===== src/rtl/pio_adapt_pkg.sv =====
package pio_adapt_pkg;
  parameter int HOST_W  = 18;
  parameter int PER_W   = 12;
  parameter int DEV_LSB = 6;
  parameter int DEV_W   = 6;
  parameter int CLR_BIT = 12;
  parameter int NUM_IOP = 3;
  localparam int CAP_W  = CLR_BIT - DEV_LSB + 1;

  typedef struct packed {
    logic accept;   // instruction accepted this cycle
    logic skipCap;  // last beat of replayed second pulse
  } pioStrb_t;
endpackage


===== src/rtl/pio_seq_ctrl.sv =====
module pio_seq_ctrl
  import pio_adapt_pkg::*;
#(
  parameter int SETTLE_CYC = 12,
  parameter int GAP_CYC    = 100,
  parameter int PULSE_W    = 4
) (
  input  logic               clk,
  input  logic               rst,
  input  logic               irLoad,
  input  logic [NUM_IOP-1:0] rawIop,
  output pioStrb_t           strb,
  output logic [NUM_IOP-1:0] iopOut,
  output logic               seqOn
);
  localparam int LIM_MAX = (SETTLE_CYC > GAP_CYC) ? SETTLE_CYC : GAP_CYC;
  localparam int CNT_W   = $clog2(LIM_MAX + 1);
  localparam int W_W     = $clog2(PULSE_W + 1);
  localparam int SEL_W   = $clog2(NUM_IOP);

  logic [CNT_W-1:0]   gapCnt;
  logic [NUM_IOP-1:0] pend;
  logic               held, firstDone, act;
  logic [SEL_W-1:0]   sel;
  logic [W_W-1:0]     wCnt;

  logic               lastBeat, accept, startAny;
  logic [CNT_W-1:0]   limit;
  logic [NUM_IOP-1:0] startVec;
  logic [SEL_W-1:0]   startIdx;

  assign lastBeat = act && (wCnt == W_W'(PULSE_W - 1));
  assign limit    = firstDone ? CNT_W'(GAP_CYC - 1) : CNT_W'(SETTLE_CYC - 1);
  assign accept   = (irLoad || held) && !act && (gapCnt >= CNT_W'(GAP_CYC - 1));

  // lowest pending pulse wins the slot
  always_comb begin
    startVec = '0;
    startIdx = '0;
    if (!act && !accept && (gapCnt >= limit)) begin
      for (int i = NUM_IOP - 1; i >= 0; i--) begin
        if (pend[i]) begin
          startVec = '0;
          startVec[i] = 1'b1;
          startIdx = SEL_W'(i);
        end
      end
    end
  end
  assign startAny = |startVec;

  always_ff @(posedge clk) begin
    if (rst) begin
      gapCnt    <= '0;
      pend      <= '0;
      held      <= 1'b0;
      firstDone <= 1'b0;
      act       <= 1'b0;
      sel       <= '0;
      wCnt      <= '0;
      seqOn     <= 1'b0;
    end else begin
      pend <= (pend | rawIop) & ~startVec;
      held <= !accept && (held || irLoad);
      if (accept || startAny)  gapCnt <= '0;
      else if (gapCnt != '1)   gapCnt <= gapCnt + 1'b1;
      if (accept)              firstDone <= 1'b0;
      else if (startAny)       firstDone <= 1'b1;
      if (startAny) begin
        act  <= 1'b1;
        sel  <= startIdx;
        wCnt <= '0;
      end else if (lastBeat) begin
        act  <= 1'b0;
      end else if (act) begin
        wCnt <= wCnt + 1'b1;
      end
      if (accept)                                       seqOn <= 1'b1;
      else if (lastBeat && sel == SEL_W'(NUM_IOP - 1))  seqOn <= 1'b0;
    end
  end

  for (genvar g = 0; g < NUM_IOP; g++) begin : gen_iop
    assign iopOut[g] = act && (sel == SEL_W'(g));
  end

  assign strb.accept  = accept;
  assign strb.skipCap = lastBeat && (sel == SEL_W'(1));

  AST_ONE_PULSE: assert property (@(posedge clk) disable iff (rst)
    $onehot0(iopOut));
  AST_PULSE_HELD: assert property (@(posedge clk) disable iff (rst)
    (act && !lastBeat) |=> (act && $stable(sel)));
  AST_QUIET_AFTER_ACCEPT: assert property (@(posedge clk) disable iff (rst)
    strb.accept |=> (iopOut == '0));
endmodule


===== src/rtl/pio_datapath.sv =====
module pio_datapath
  import pio_adapt_pkg::*;
(
  input  logic              clk,
  input  logic              rst,
  input  pioStrb_t          strb,
  input  logic [HOST_W-1:0] instrWord,
  input  logic [HOST_W-1:0] hostAcc,
  input  logic [PER_W-1:0]  perAccIn,
  input  logic              perSkip,
  input  logic              perIrq,
  input  logic              hostBegin,
  input  logic              hostClrFlags,
  input  logic              hostTp6,
  input  logic              hostTp4,
  output logic [PER_W-1:0]  busAcc,
  output logic [HOST_W-1:0] hostAccRet,
  output logic [DEV_W-1:0]  devSel,
  output logic              hostSkip,
  output logic              hostIrq,
  output logic              pwrClr,
  output logic              bt1,
  output logic              bt2
);
  logic [CAP_W-1:0] capField;
  logic             clrMicro;
  logic             unusedInstrBits;

  assign unusedInstrBits = ^{instrWord[HOST_W-1:CLR_BIT+1], instrWord[DEV_LSB-1:0]};

  always_ff @(posedge clk) begin
    if (rst) begin
      capField <= '0;
      hostSkip <= 1'b0;
      pwrClr   <= 1'b0;
      bt1      <= 1'b0;
      bt2      <= 1'b0;
    end else begin
      if (strb.accept) begin
        capField <= instrWord[CLR_BIT:DEV_LSB];
        hostSkip <= 1'b0;
      end else if (strb.skipCap) begin
        hostSkip <= perSkip;
      end
      pwrClr <= hostBegin | hostClrFlags;
      bt1    <= hostTp6;
      bt2    <= hostTp4;
    end
  end

  assign clrMicro   = capField[CAP_W-1];
  assign devSel     = capField[DEV_W-1:0];
  assign busAcc     = hostAcc[PER_W-1:0];
  assign hostAccRet = {hostAcc[HOST_W-1:PER_W],
                       (clrMicro ? {PER_W{1'b0}} : hostAcc[PER_W-1:0]) | perAccIn};
  assign hostIrq    = perIrq;

  AST_DEV_STABLE: assert property (@(posedge clk) disable iff (rst)
    !strb.accept |=> $stable(devSel));
  AST_SKIP_HOLD: assert property (@(posedge clk) disable iff (rst)
    (!strb.accept && !strb.skipCap) |=> $stable(hostSkip));
endmodule


===== src/rtl/pio_pulse_adapter.sv =====
module pio_pulse_adapter
  import pio_adapt_pkg::*;
#(
  parameter int SETTLE_CYC = 12,
  parameter int GAP_CYC    = 100,
  parameter int PULSE_W    = 4,
  parameter bit FORCE_SLOW = 1'b1
) (
  input  logic              clk,
  input  logic              rst,
  input  logic              irLoad,
  input  logic [HOST_W-1:0] instrWord,
  input  logic [NUM_IOP-1:0] rawIop,
  input  logic              hostTp6,
  input  logic              hostTp4,
  input  logic              hostBegin,
  input  logic              hostClrFlags,
  input  logic [HOST_W-1:0] hostAcc,
  input  logic [PER_W-1:0]  perAccIn,
  input  logic              perSkip,
  input  logic              perIrq,
  input  logic              perSlowReq,
  output logic [NUM_IOP-1:0] iopOut,
  output logic              hostSlowReq,
  output logic [PER_W-1:0]  busAcc,
  output logic [HOST_W-1:0] hostAccRet,
  output logic [DEV_W-1:0]  devSel,
  output logic              hostSkip,
  output logic              hostIrq,
  output logic              pwrClr,
  output logic              bt1,
  output logic              bt2
);
  pioStrb_t strb;
  logic     seqOn;

  pio_seq_ctrl #(
    .SETTLE_CYC(SETTLE_CYC),
    .GAP_CYC   (GAP_CYC),
    .PULSE_W   (PULSE_W)
  ) u_ctrl (
    .clk    (clk),
    .rst    (rst),
    .irLoad (irLoad),
    .rawIop (rawIop),
    .strb   (strb),
    .iopOut (iopOut),
    .seqOn  (seqOn)
  );

  pio_datapath u_dp (
    .clk         (clk),
    .rst         (rst),
    .strb        (strb),
    .instrWord   (instrWord),
    .hostAcc     (hostAcc),
    .perAccIn    (perAccIn),
    .perSkip     (perSkip),
    .perIrq      (perIrq),
    .hostBegin   (hostBegin),
    .hostClrFlags(hostClrFlags),
    .hostTp6     (hostTp6),
    .hostTp4     (hostTp4),
    .busAcc      (busAcc),
    .hostAccRet  (hostAccRet),
    .devSel      (devSel),
    .hostSkip    (hostSkip),
    .hostIrq     (hostIrq),
    .pwrClr      (pwrClr),
    .bt1         (bt1),
    .bt2         (bt2)
  );

  if (FORCE_SLOW) begin : gen_forced
    logic unusedPerSlow;
    assign unusedPerSlow = perSlowReq;
    assign hostSlowReq   = seqOn;
  end else begin : gen_follow
    logic unusedSeqOn;
    assign unusedSeqOn = seqOn;
    assign hostSlowReq = perSlowReq;
  end
endmodule


===== config.mk =====
export PLATFORM = sky130hd
export DESIGN_NAME = pio_pulse_adapter
export DESIGN_NICKNAME = d
export VERILOG_FILES = /design/src/rtl/pio_adapt_pkg.sv /design/src/rtl/pio_seq_ctrl.sv /design/src/rtl/pio_datapath.sv /design/src/rtl/pio_pulse_adapter.sv
export SDC_FILE = /design/constraint.sdc
export NUM_CORES = 1
export LEC_CHECK = 0
export CAP_MARGIN = 40
export CORE_UTILIZATION = 36
export CTS_CLUSTER_SIZE = 20
export DETAILED_ROUTE_END_ITERATION = 8
export GPL_TIMING_DRIVEN = 0
export PLACE_DENSITY = 0.82
export SLEW_MARGIN = 10
export SYNTH_ARGS = -nofsm -noshare
export SYNTH_HDL_FRONTEND = slang
export SYNTH_HIERARCHICAL = 1
export SYNTH_SLANG_ARGS = --single-unit

===== constraint.sdc =====
create_clock -name clk -period 2.4 [get_ports clk]
set_clock_uncertainty 0.05 [all_clocks]
set_input_delay 0.6 -clock clk [delete_from_list [all_inputs] [get_ports clk]]
set_output_delay 0.6 -clock clk [all_outputs]
set_load 0.02 [all_outputs]

==> results.json <==
{
  "run_status": "complete, no violations",
  "fmax_ghz": 0.4534,
  "place.gp.congestion": 0.8049,
  "ys_ff_latch": 30,
  "cts_buffer_depth": 2,
  "cts_setup_buffers": 0,
  "ys.flop_type": "dfxtp_1",
  "relSlewSlack_pct": 64.99,
  "setup_viol": 0,
  "crit_required_ns": 1.75,
  "netlist_area_um2": 1638,
  "clk_latency_ns": 0.28,
  "rsz0062_at_grt": "no",
  "yosys-top-cells-count": "dfxtp_1, nor2_1, buf_4",
  "drc_errors": 0,
  "cts_root_buf": "clkbuf_8",
  "grt-ovfl-total": 0,
  "vias": 1556,
  "clock_sinks": 30,
  "start_kind": "flop",
  "post_cts_resized": 24,
  "num_rows": 24,
  "grt_usage_pct": 17.09,
  "yosysMostFrequentCell": "dfxtp_1",
  "path_class": "flop to primary output",
  "core_area_um2": 4354,
  "drv_slew": 0,
  "grt_max_degree": 12,
  "finalInstanceArea_um2": 2610,
  "ir_drop_mv": 0.3762,
  "cts_tree": "yes",
  "drive_gt1_share_pct": 17.15,
  "synth_edf_count": 0,
  "powerDensity_nw_per_um2": 427.7,
  "hold_class": "flop to flop",
  "worst_setup_path_end_kind": "primary output",
  "antenna_cells": 0,
  "drt.antenna.violating_nets": 0,
  "synthTopCellsByArea": "dfxtp_1, buf_4, nor2_1",
  "hold_buffers": 0,
  "synth_top_area_share_pct": 36.67,
  "hold_viol": 0,
  "async_flop_share_pct": 0,
  "grt_pass1_wl_mm": 6.630,
  "htree_levels": 2,
  "die_area_um2": 4823,
  "clk_pin_slew_ns": 0.06,
  "ys_seq_area_share_pct": 36.67,
  "numCtsBuffers": 5,
  "die_y_um": 69.45,
  "period_share_pct": 91.91,
  "cap_violations": 0,
  "hold_ws_ns": 0.4043,
  "drtIter0Drc": 21,
  "place_area_um2": 2564,
  "place_hpwl_mm": 3.209,
  "synthCells": 182,
  "wl_per_cell_um": 12.31,
  "io_pins": 106,
  "syn_nets": 249,
  "nNetsFinal": 341,
  "io_buffers": 86,
  "drt_pass1_iterations": 4,
  "synth.largest_area_cell": "dfxtp_1",
  "synthToLayoutAreaGrowth_pct": 59.36,
  "wl_mm": 4.012,
  "antenna_found_initial": 0,
  "crit_fanout": 11,
  "syn_avg_cell_area_um2": 8.999,
  "arrival_ns": 1.56,
  "worst_slew_pin_slew_ns": 0.5220,
  "fp.dieW_um": 69.45,
  "vias_per_cell": 4.773,
  "grt_pass1_vias": 1442,
  "ys.warnings.count": 6,
  "ys_types": 41,
  "initial_core_util_pct": 37.61,
  "total_leakage_power_uw": 0.001093,
  "final.min_clock_period_ns": 2.206
}
through the flow:
step | utilization [%] | TNS (ns) | power [µW] | std cells | worst slack, ns
floorplan | - | 0 | 635.2 | 182 | 0.4610
global placement | 58.88 | -0.7273 | 768.4 | 320 | -0.07310
detailed placement | 58.88 | -1.176 | 772.2 | 320 | -0.07139
CTS | 59.91 | 0 | 1134 | 326 | 0.07424
global route | 59.94 | 0 | 1168 | 326 | 0.04473
finish | 59.94 | 0 | 1116 | 326 | 0.1942
cell families after synthesis:
family / after synthesis / share of synthesized area, %
AND/OR/NAND/NOR: 59 / 17.57
flip-flops: 30 / 36.67
AO/OA/AOI/OAI: 36 / 17.27
multiplexers: 10 / 6.112
buffers and inverters: 37 / 15.66
XOR/XNOR: 4 / 2.139
adder cells (fa/ha/maj): 6 / 4.584
layout by cell type, fill, tap and decap left out, types with 2 or more instances in the layout:
cell             instances
a211oi_1                 4
a21o_1                  13
a21oi_1                  4
buf_4                   27
buf_6                    2
clkbuf_8                 5
clkdlybuf4s50_1         62
clkinv_2                 2
dfxtp_1                 29
dlygate4sd2_1           24
ha_1                     6
inv_1                    4
mux2i_1                 10
nand2_1                 10
nor2_1                  28
nor2b_1                  3
nor3_1                   7
o211ai_2                 2
o21a_1                   3
o221a_2                  2
xor2_1                   3
critical path, cell delays in order, from the launching register on:
cell	delay, ns
dfxtp_2	0.43
nand2_1	0.08
nor2_1	0.14
clkdlybuf4s50_1	0.64
power by group:
part | switching, µW | internal [µW] | total (µW)
Clock | 178 | 194 | 372
Sequential | 12.2 | 510 | 523
Combinational | 88.6 | 133 | 222
Total | 279 | 838 | 1120
sequential cells by signal, indices dropped and copies added, names as in the netlist, 2 cells and up:
name,count
u_ctrl/gapCnt,7
u_ctrl/pend,3
u_ctrl/wCnt,3
u_dp/capField,7
u_ctrl/sel,2
metal layers:
| layer | global-route usage [%] | routed length, µm | vias up |
|---|---|---|---|
| met3 | 6.395 | 371 | 2 |
| met5 | 0 | 0 | - |
| li1 | - | - | 788 |
| met2 | 31.72 | 2067 | 67 |
| met1 | 17.72 | 1548 | 699 |
| met4 | 4.989 | 24 | 0 |
path summary, 6_finish.rpt:
check                   startpoint          endpoint  slack [ns]  depth (start not counted)
setup / recovery        u_ctrl/act         iopOut[2]        0.19                          3
hold / removal         u_ctrl/held       u_ctrl/held        0.40                          1
setup reg to reg  u_ctrl/firstDone  u_ctrl/gapCnt[3]        0.27                          7
hold reg to reg        u_ctrl/held       u_ctrl/held        0.40                          1
final cells by class:
type                    instances  area [µm²]
inverters                       5       18.77
clock inverters                 2       10.01
repair buffers                 86       830.8
fillers                       398        1744
plain buffers                  31       234.0
well taps                      52       65.06
clock buffers                   5       68.82
multi-input cells             115       780.7
flip-flops and latches         30       601.8
(Power assumes the default switching activity.)
